==> config.mk <==
export PLATFORM = sky130hd
export DESIGN_NAME = addr_resolver
export DESIGN_NICKNAME = d
export VERILOG_FILES = /design/src/rtl/addr_resolver_pkg.sv /design/src/rtl/addr_resolver_rst_sync.sv /design/src/rtl/addr_resolver_fsm.sv /design/src/rtl/addr_resolver_dpath.sv /design/src/rtl/addr_resolver.sv
export SDC_FILE = /design/constraint.sdc
export NUM_CORES = 1
export LEC_CHECK = 0
export BUFFER_PORTS_ARGS = -buffer_cell sky130_fd_sc_hd__buf_2
export CORE_ASPECT_RATIO = 0.6
export CORE_MARGIN = 1
export CORE_UTILIZATION = 45
export CTS_CLUSTER_SIZE = 25
export DETAILED_ROUTE_END_ITERATION = 8
export GPL_TIMING_DRIVEN = 0
export PLACE_DENSITY = 0.76
export SLEW_MARGIN = 20
export SYNTH_ARGS = -nofsm -noshare
export SYNTH_HDL_FRONTEND = slang
export SYNTH_SLANG_ARGS = --single-unit
==> constraint.sdc <==
create_clock -name clk -period 1.8 [get_ports clk]
set_input_delay 0.36 -clock clk [delete_from_list [all_inputs] [get_ports clk]]
set_output_delay 0.36 -clock clk [all_outputs]
set_load 0.03 [all_outputs]
==> src/rtl/addr_resolver_pkg.sv <==
package addr_resolver_pkg;

  typedef enum logic [2:0] {
    ST_IDLE         = 3'd0,
    ST_READ_PTR     = 3'd1,
    ST_PTR_CAPT     = 3'd2,
    ST_WRITE_PTR    = 3'd3,
    ST_LOAD_OPERAND = 3'd4,
    ST_OPER_CAPT    = 3'd5,
    ST_DONE         = 3'd6
  } res_state_e;

  typedef struct packed {
    logic autoinc;
    logic load;
    logic illegal;
  } req_flags_t;

endpackage

==> src/rtl/addr_resolver_rst_sync.sv <==
module addr_resolver_rst_sync #(
  parameter int STAGES = 2
) (
  input  logic clk,
  input  logic rst_n,
  output logic rst_core_n
);

  logic [STAGES-1:0] sync_q;

  always_ff @(posedge clk or negedge rst_n) begin
    if (!rst_n) begin
      sync_q <= '0;
    end else begin
      sync_q <= {sync_q[STAGES-2:0], 1'b1};
    end
  end

  assign rst_core_n = sync_q[STAGES-1];

endmodule

==> src/rtl/addr_resolver_fsm.sv <==
module addr_resolver_fsm
  import addr_resolver_pkg::*;
(
  input  logic       clk,
  input  logic       rst_n,
  input  logic       start,
  input  logic       in_indirect,
  input  logic       in_load,
  input  logic       in_illegal,
  input  logic       q_autoinc,
  input  logic       q_load,
  output res_state_e state_q,
  output logic       accept
);

  res_state_e state_d;

  assign accept = (state_q == ST_IDLE) && start;

  always_comb begin
    state_d = state_q;
    unique case (state_q)
      ST_IDLE: begin
        if (start) begin
          if (in_illegal)       state_d = ST_DONE;
          else if (in_indirect) state_d = ST_READ_PTR;
          else if (in_load)     state_d = ST_LOAD_OPERAND;
          else                  state_d = ST_DONE;
        end
      end
      ST_READ_PTR: state_d = ST_PTR_CAPT;
      ST_PTR_CAPT: begin
        if (q_autoinc)   state_d = ST_WRITE_PTR;
        else if (q_load) state_d = ST_LOAD_OPERAND;
        else             state_d = ST_DONE;
      end
      ST_WRITE_PTR:    state_d = q_load ? ST_LOAD_OPERAND : ST_DONE;
      ST_LOAD_OPERAND: state_d = ST_OPER_CAPT;
      ST_OPER_CAPT:    state_d = ST_DONE;
      ST_DONE:         state_d = ST_IDLE;
      default:         state_d = ST_IDLE;
    endcase
  end

  always_ff @(posedge clk or negedge rst_n) begin
    if (!rst_n) begin
      state_q <= ST_IDLE;
    end else begin
      state_q <= state_d;
    end
  end

endmodule

==> src/rtl/addr_resolver_dpath.sv <==
module addr_resolver_dpath
  import addr_resolver_pkg::*;
#(
  parameter  int DATA_W  = 12,
  parameter  int FIELD_W = 3,
  localparam int ADDR_W  = DATA_W + FIELD_W
) (
  input  logic              clk,
  input  logic              rst_n,
  input  res_state_e        state_q,
  input  logic              accept,
  input  logic [ADDR_W-1:0] init_addr,
  input  logic [FIELD_W-1:0] dfield,
  input  req_flags_t        flags_in,
  input  logic [DATA_W-1:0] mem_rdata,
  output req_flags_t        flags_q,
  output logic [ADDR_W-1:0] final_q,
  output logic [DATA_W-1:0] operand_q,
  output logic              mem_en,
  output logic              mem_we,
  output logic [ADDR_W-1:0] mem_addr,
  output logic [DATA_W-1:0] mem_wdata
);

  logic [ADDR_W-1:0]  ptr_loc_q;
  logic [FIELD_W-1:0] field_q;
  logic               req_en;
  logic               ptr_en;
  logic               opnd_en;
  logic [DATA_W-1:0]  ptr_next;
  logic [DATA_W-1:0]  operand_d;

  // clock enables
  assign req_en  = accept;
  assign ptr_en  = (state_q == ST_PTR_CAPT);
  assign opnd_en = accept || (state_q == ST_OPER_CAPT);

  // pointer update wraps inside the word width
  assign ptr_next  = flags_q.autoinc ? DATA_W'(mem_rdata + 1'b1) : mem_rdata;
  assign operand_d = accept ? '0 : mem_rdata;

  always_ff @(posedge clk or negedge rst_n) begin
    if (!rst_n) begin
      ptr_loc_q <= '0;
      field_q   <= '0;
      flags_q   <= '0;
      final_q   <= '0;
      operand_q <= '0;
    end else begin
      if (req_en) begin
        ptr_loc_q <= init_addr;
        field_q   <= dfield;
        flags_q   <= flags_in;
        final_q   <= init_addr;
      end
      if (ptr_en) begin
        final_q <= {field_q, ptr_next};
      end
      if (opnd_en) begin
        operand_q <= operand_d;
      end
    end
  end

  // single memory port, one access per state
  always_comb begin
    mem_en    = 1'b0;
    mem_we    = 1'b0;
    mem_addr  = ptr_loc_q;
    mem_wdata = final_q[DATA_W-1:0];
    unique case (state_q)
      ST_READ_PTR: begin
        mem_en = 1'b1;
      end
      ST_WRITE_PTR: begin
        mem_en = 1'b1;
        mem_we = 1'b1;
      end
      ST_LOAD_OPERAND: begin
        mem_en   = 1'b1;
        mem_addr = final_q;
      end
      default: begin
        mem_en = 1'b0;
      end
    endcase
  end

endmodule

==> src/rtl/addr_resolver.sv <==
module addr_resolver
  import addr_resolver_pkg::*;
#(
  parameter  int DATA_W  = 12,
  parameter  int FIELD_W = 3,
  localparam int ADDR_W  = DATA_W + FIELD_W
) (
  input  logic               clk,
  input  logic               rst_n,
  input  logic               start,
  input  logic [ADDR_W-1:0]  init_addr,
  input  logic               indirect,
  input  logic               autoinc,
  input  logic               load_op,
  input  logic [FIELD_W-1:0] dfield,
  output logic               busy,
  output logic               done,
  output logic               err,
  output logic [ADDR_W-1:0]  final_addr,
  output logic [DATA_W-1:0]  operand,
  output logic               mem_en,
  output logic               mem_we,
  output logic [ADDR_W-1:0]  mem_addr,
  output logic [DATA_W-1:0]  mem_wdata,
  input  logic [DATA_W-1:0]  mem_rdata
);

  logic       rst_core_n;
  res_state_e state_q;
  logic       accept;
  req_flags_t flags_in;
  req_flags_t flags_q;

  assign flags_in.autoinc = autoinc & indirect;
  assign flags_in.load    = load_op & ~(autoinc & ~indirect);
  assign flags_in.illegal = autoinc & ~indirect;

  addr_resolver_rst_sync #(.STAGES(2)) u_rst_sync (
    .clk        (clk),
    .rst_n      (rst_n),
    .rst_core_n (rst_core_n)
  );

  addr_resolver_fsm u_fsm (
    .clk         (clk),
    .rst_n       (rst_core_n),
    .start       (start),
    .in_indirect (indirect),
    .in_load     (load_op),
    .in_illegal  (flags_in.illegal),
    .q_autoinc   (flags_q.autoinc),
    .q_load      (flags_q.load),
    .state_q     (state_q),
    .accept      (accept)
  );

  addr_resolver_dpath #(.DATA_W(DATA_W), .FIELD_W(FIELD_W)) u_dpath (
    .clk       (clk),
    .rst_n     (rst_core_n),
    .state_q   (state_q),
    .accept    (accept),
    .init_addr (init_addr),
    .dfield    (dfield),
    .flags_in  (flags_in),
    .mem_rdata (mem_rdata),
    .flags_q   (flags_q),
    .final_q   (final_addr),
    .operand_q (operand),
    .mem_en    (mem_en),
    .mem_we    (mem_we),
    .mem_addr  (mem_addr),
    .mem_wdata (mem_wdata)
  );

  assign busy = (state_q != ST_IDLE);
  assign done = (state_q == ST_DONE);
  assign err  = done & flags_q.illegal;

endmodule

==> results.sh <==
export IMPL_detail_route_iter0_violations=140
export IMPL_fmax_mhz=470
export IMPL_antenna_found_initial=0
export IMPL_stdcell_count=482
export IMPL_hold_viol=0
export IMPL_final_cell_mix="78 x buf_2, 74 x nand2_1, 50 x dfrtp_1"
export IMPL_setup_violations=43
export IMPL_synth_area_mm2=0.00271
export IMPL_grt_pass1_wl_mm=11.8
export IMPL_pre_cts_slack_ns=-0.301
export IMPL_finalClockSkew_ns=0.00937
export IMPL_cts_max_level=2
export IMPL_yosysTopAreaCellShare_pct=48.9
export IMPL_slew_headroom_pct=55.1
export IMPL_criticalPathCategory="flop to output port"
export IMPL_portBuffers=94
export IMPL_synth_xor_area_share_pct=3.55
export IMPL_cts_tree="yes"
export IMPL_setup_slack_ns=-0.326
export IMPL_min_path_type="primary input to flop"
export IMPL_overflow=0
export IMPL_synth_top_family_by_area="simple AND/OR/NAND/NOR gates"
export IMPL_crit_path_frequent_cell="buf_6"
export IMPL_antennaDiodeCount=0
export IMPL_period_needed_ns=2.13
export IMPL_cts_buffer_depth=2
export IMPL_required_ns=1.44
export IMPL_cts_sinks=53
export IMPL_grt_max_degree=52
export IMPL_critPathArrivalTime_ns=1.77
export IMPL_crit_path_end_kind="output port"
export IMPL_final_max_slew_viol_count=0
export IMPL_grt_usage_pct=24.1
export IMPL_clk_pin_slew_ns=0.09
export IMPL_synth_ff_type="dfrtp_1"
export IMPL_placed_area_mm2=0.00329
export IMPL_cpMaxStageDelayCell="dfrtp_2"
export IMPL_core_area_mm2=0.00570
export IMPL_vias=2475
export IMPL_drt_vias_per_instance=5.13
export IMPL_placed_cells=466
export IMPL_cts_made_buffers=5
export IMPL_synthMuxAreaShare_pct=10.7
export IMPL_path_cells="nor3_4, buf_6, mux2_4, buf_6"
export IMPL_synth_seq_area_share_pct=48.9
export IMPL_die_h_um=62.1
export IMPL_ant_nets=0
export IMPL_row_count=21
export IMPL_violations="negative setup slack"
export IMPL_syn_nets=329
export IMPL_power_density_mw_per_mm2=2200
export IMPL_synth_cells=292
export IMPL_synthAdderAreaFrac_pct=0.461
export IMPL_synth_compound_area_share_pct=8.35
export IMPL_stdcell_area_mm2=0.00371
export IMPL_post_dp_hpwl_mm=5.09
export IMPL_final_common_cell="buf_2"
export IMPL_peakVddDrop_mv=1.14
export IMPL_synth_simple_area_share_pct=21.0
export IMPL_grt_pass1_vias=2419
export IMPL_synth_edf_count=0
export IMPL_fin_nets=439
export IMPL_dieArea_mm2=0.00635
export IMPL_ys_types=38
export IMPL_status="complete, but fails checks"
export IMPL_synth_warning_count=0
export IMPL_synth_async_reset_ratio_pct=100
export IMPL_tightest_slew_ns=0.673
export IMPL_gp_congestion=0.850
export IMPL_drc_errors=0
export IMPL_crit_path_start_kind="flop"
export IMPL_max_stage_delay_ns=0.49
export IMPL_yosysTopAreaCell="dfrtp_1"
export IMPL_routedWlPerCell_um=15.5
export IMPL_boundaryPins=95
export IMPL_wl_mm=7.48
export IMPL_drive_gt1_share_pct=41.0
export IMPL_period_share_pct=118
export IMPL_hold_slack_ns=0.248
export IMPL_p_leak_uw=0.00197
export IMPL_crit_path_max_fanout=6
export IMPL_finish_utilization_pct=65.1
export IMPL_rsz0062_at_grt="true"
export IMPL_clkLatencyLatePin_ns=0.31
export IMPL_cap_viol_max_count=0
export IMPL_initial_core_util_pct=47.6
export IMPL_die_w_um=102
export IMPL_syn_area_per_cell_um2=9.29
export IMPL_ys_top_cells_by_area="dfrtp_1 49%, nand2_1 10%, mux2_2 6.2%, mux2i_1 4.4%, buf_4 3.9%"
export IMPL_ys_seq_elements=53
export IMPL_clock_root_buffer="clkbuf_8"
export IMPL_dr_pass1_iters=4
export IMPL_areaGrowthSynthToFinish_pct=36.9
-- critical path: cells and delay by family (launching register included) --
kind	cells	cell delay (ns)
buf+inv	2	0.35
simple gates	1	0.30
flops	1	0.49
mux	1	0.32
-- where the power goes --
part           internal [uW]  total, uW  switching [uW]  leakage, uW
Combinational           2230       5270            3050      0.00127
Clock                    305        695             390    0.0000433
Sequential              1750       2210             466     0.000658
-- synthesized netlist by cell type, drive strengths merged (3+ instances only) --
cell    instances
buf            20
inv             4
o22ai           5
dfrtp          53
nand2          74
nand4           3
clkbuf          8
o21ai           5
nor3           10
a31oi           3
a21oi          12
a22oi           7
nand3           5
nor2           23
mux2i          12
xnor2          10
mux2           15
-- path summary, 6_finish.rpt --
kind                                               to  slack (ns)                 start  cells past startpoint
worst max register to register     u_dpath.flags_q[1]       -0.06      u_fsm.state_q[0]                      5
worst min-delay path               u_dpath.field_q[0]        0.25             dfield[0]                      3
worst min register to register  u_dpath.ptr_loc_q[10]        0.36  u_rst_sync.sync_q[1]                      0
max in group asynchronous            u_fsm.state_q[2]        0.95  u_rst_sync.sync_q[1]                      0
worst max-delay path                      mem_addr[5]       -0.33      u_fsm.state_q[0]                      4
min in group asynchronous       u_dpath.ptr_loc_q[10]        0.36  u_rst_sync.sync_q[1]                      0
-- routing by layer --
layer / global-route usage [%] / part of all wire (%) / up-vias
li1: - / - / 1190
met4: 7.50 / 0.99 / 0
met1: 35.4 / 47 / 1177
met2: 35.2 / 45 / 99
met5: 0 / 0 / -
met3: 5.29 / 7.1 / 9
-- kinds of logic (layout without fill, tap and decap cells) --
family          after synthesis  in the layout
xor+xnor                     11             11
buf+inv                      32            142
mux                          27             27
simple gates                130            130
fa+ha+maj                     1              1
other cells                   1              1
compound gates               37             37
flops                        53             53
-- sequential cells by signal (all words and copies together), names as in the netlist --
name and count:
u_dpath.operand_q 12, u_dpath.final_q 15, u_rst_sync.sync_q 2, u_dpath.ptr_loc_q 15, u_dpath.flags_q 3, u_fsm.state_q 3
u_dpath.field_q 3
-- through the flow --
stage | setup TNS (ns) | total power (uW)
3_3_place_gp | -22.72 | 6420
4_1_cts | -5.03 | 7920
3_5_place_dp | -2.76 | 6530
2_1_floorplan | 0 | 5330
5_1_grt | -9.61 | 8690
6_report | -5.50 | 8180
-- final cells by class --
cell class / instances / area, um^2
repair buffers: 104 / 686
plain buffers: 27 / 204
fillers: 480 / 1990
clock buffers: 6 / 82.6
clock inverters: 1 / 7.51
inverters: 4 / 17.5
well taps: 80 / 100
flip-flops and latches: 53 / 1330
multi-input cells: 207 / 1280
-- repair_timing --
item / CTS / global route
endpoints found under the hold margin: 2 / 0
gates resized for setup: 63 / 24
setup buffers: 3 / 5
cloned: 1 / 0
setup endpoints to repair: 22 / 45
hold buffers: 1 / 0
pin swaps: 1 / 1
Note: power is estimated with default switching activity, not from simulation.
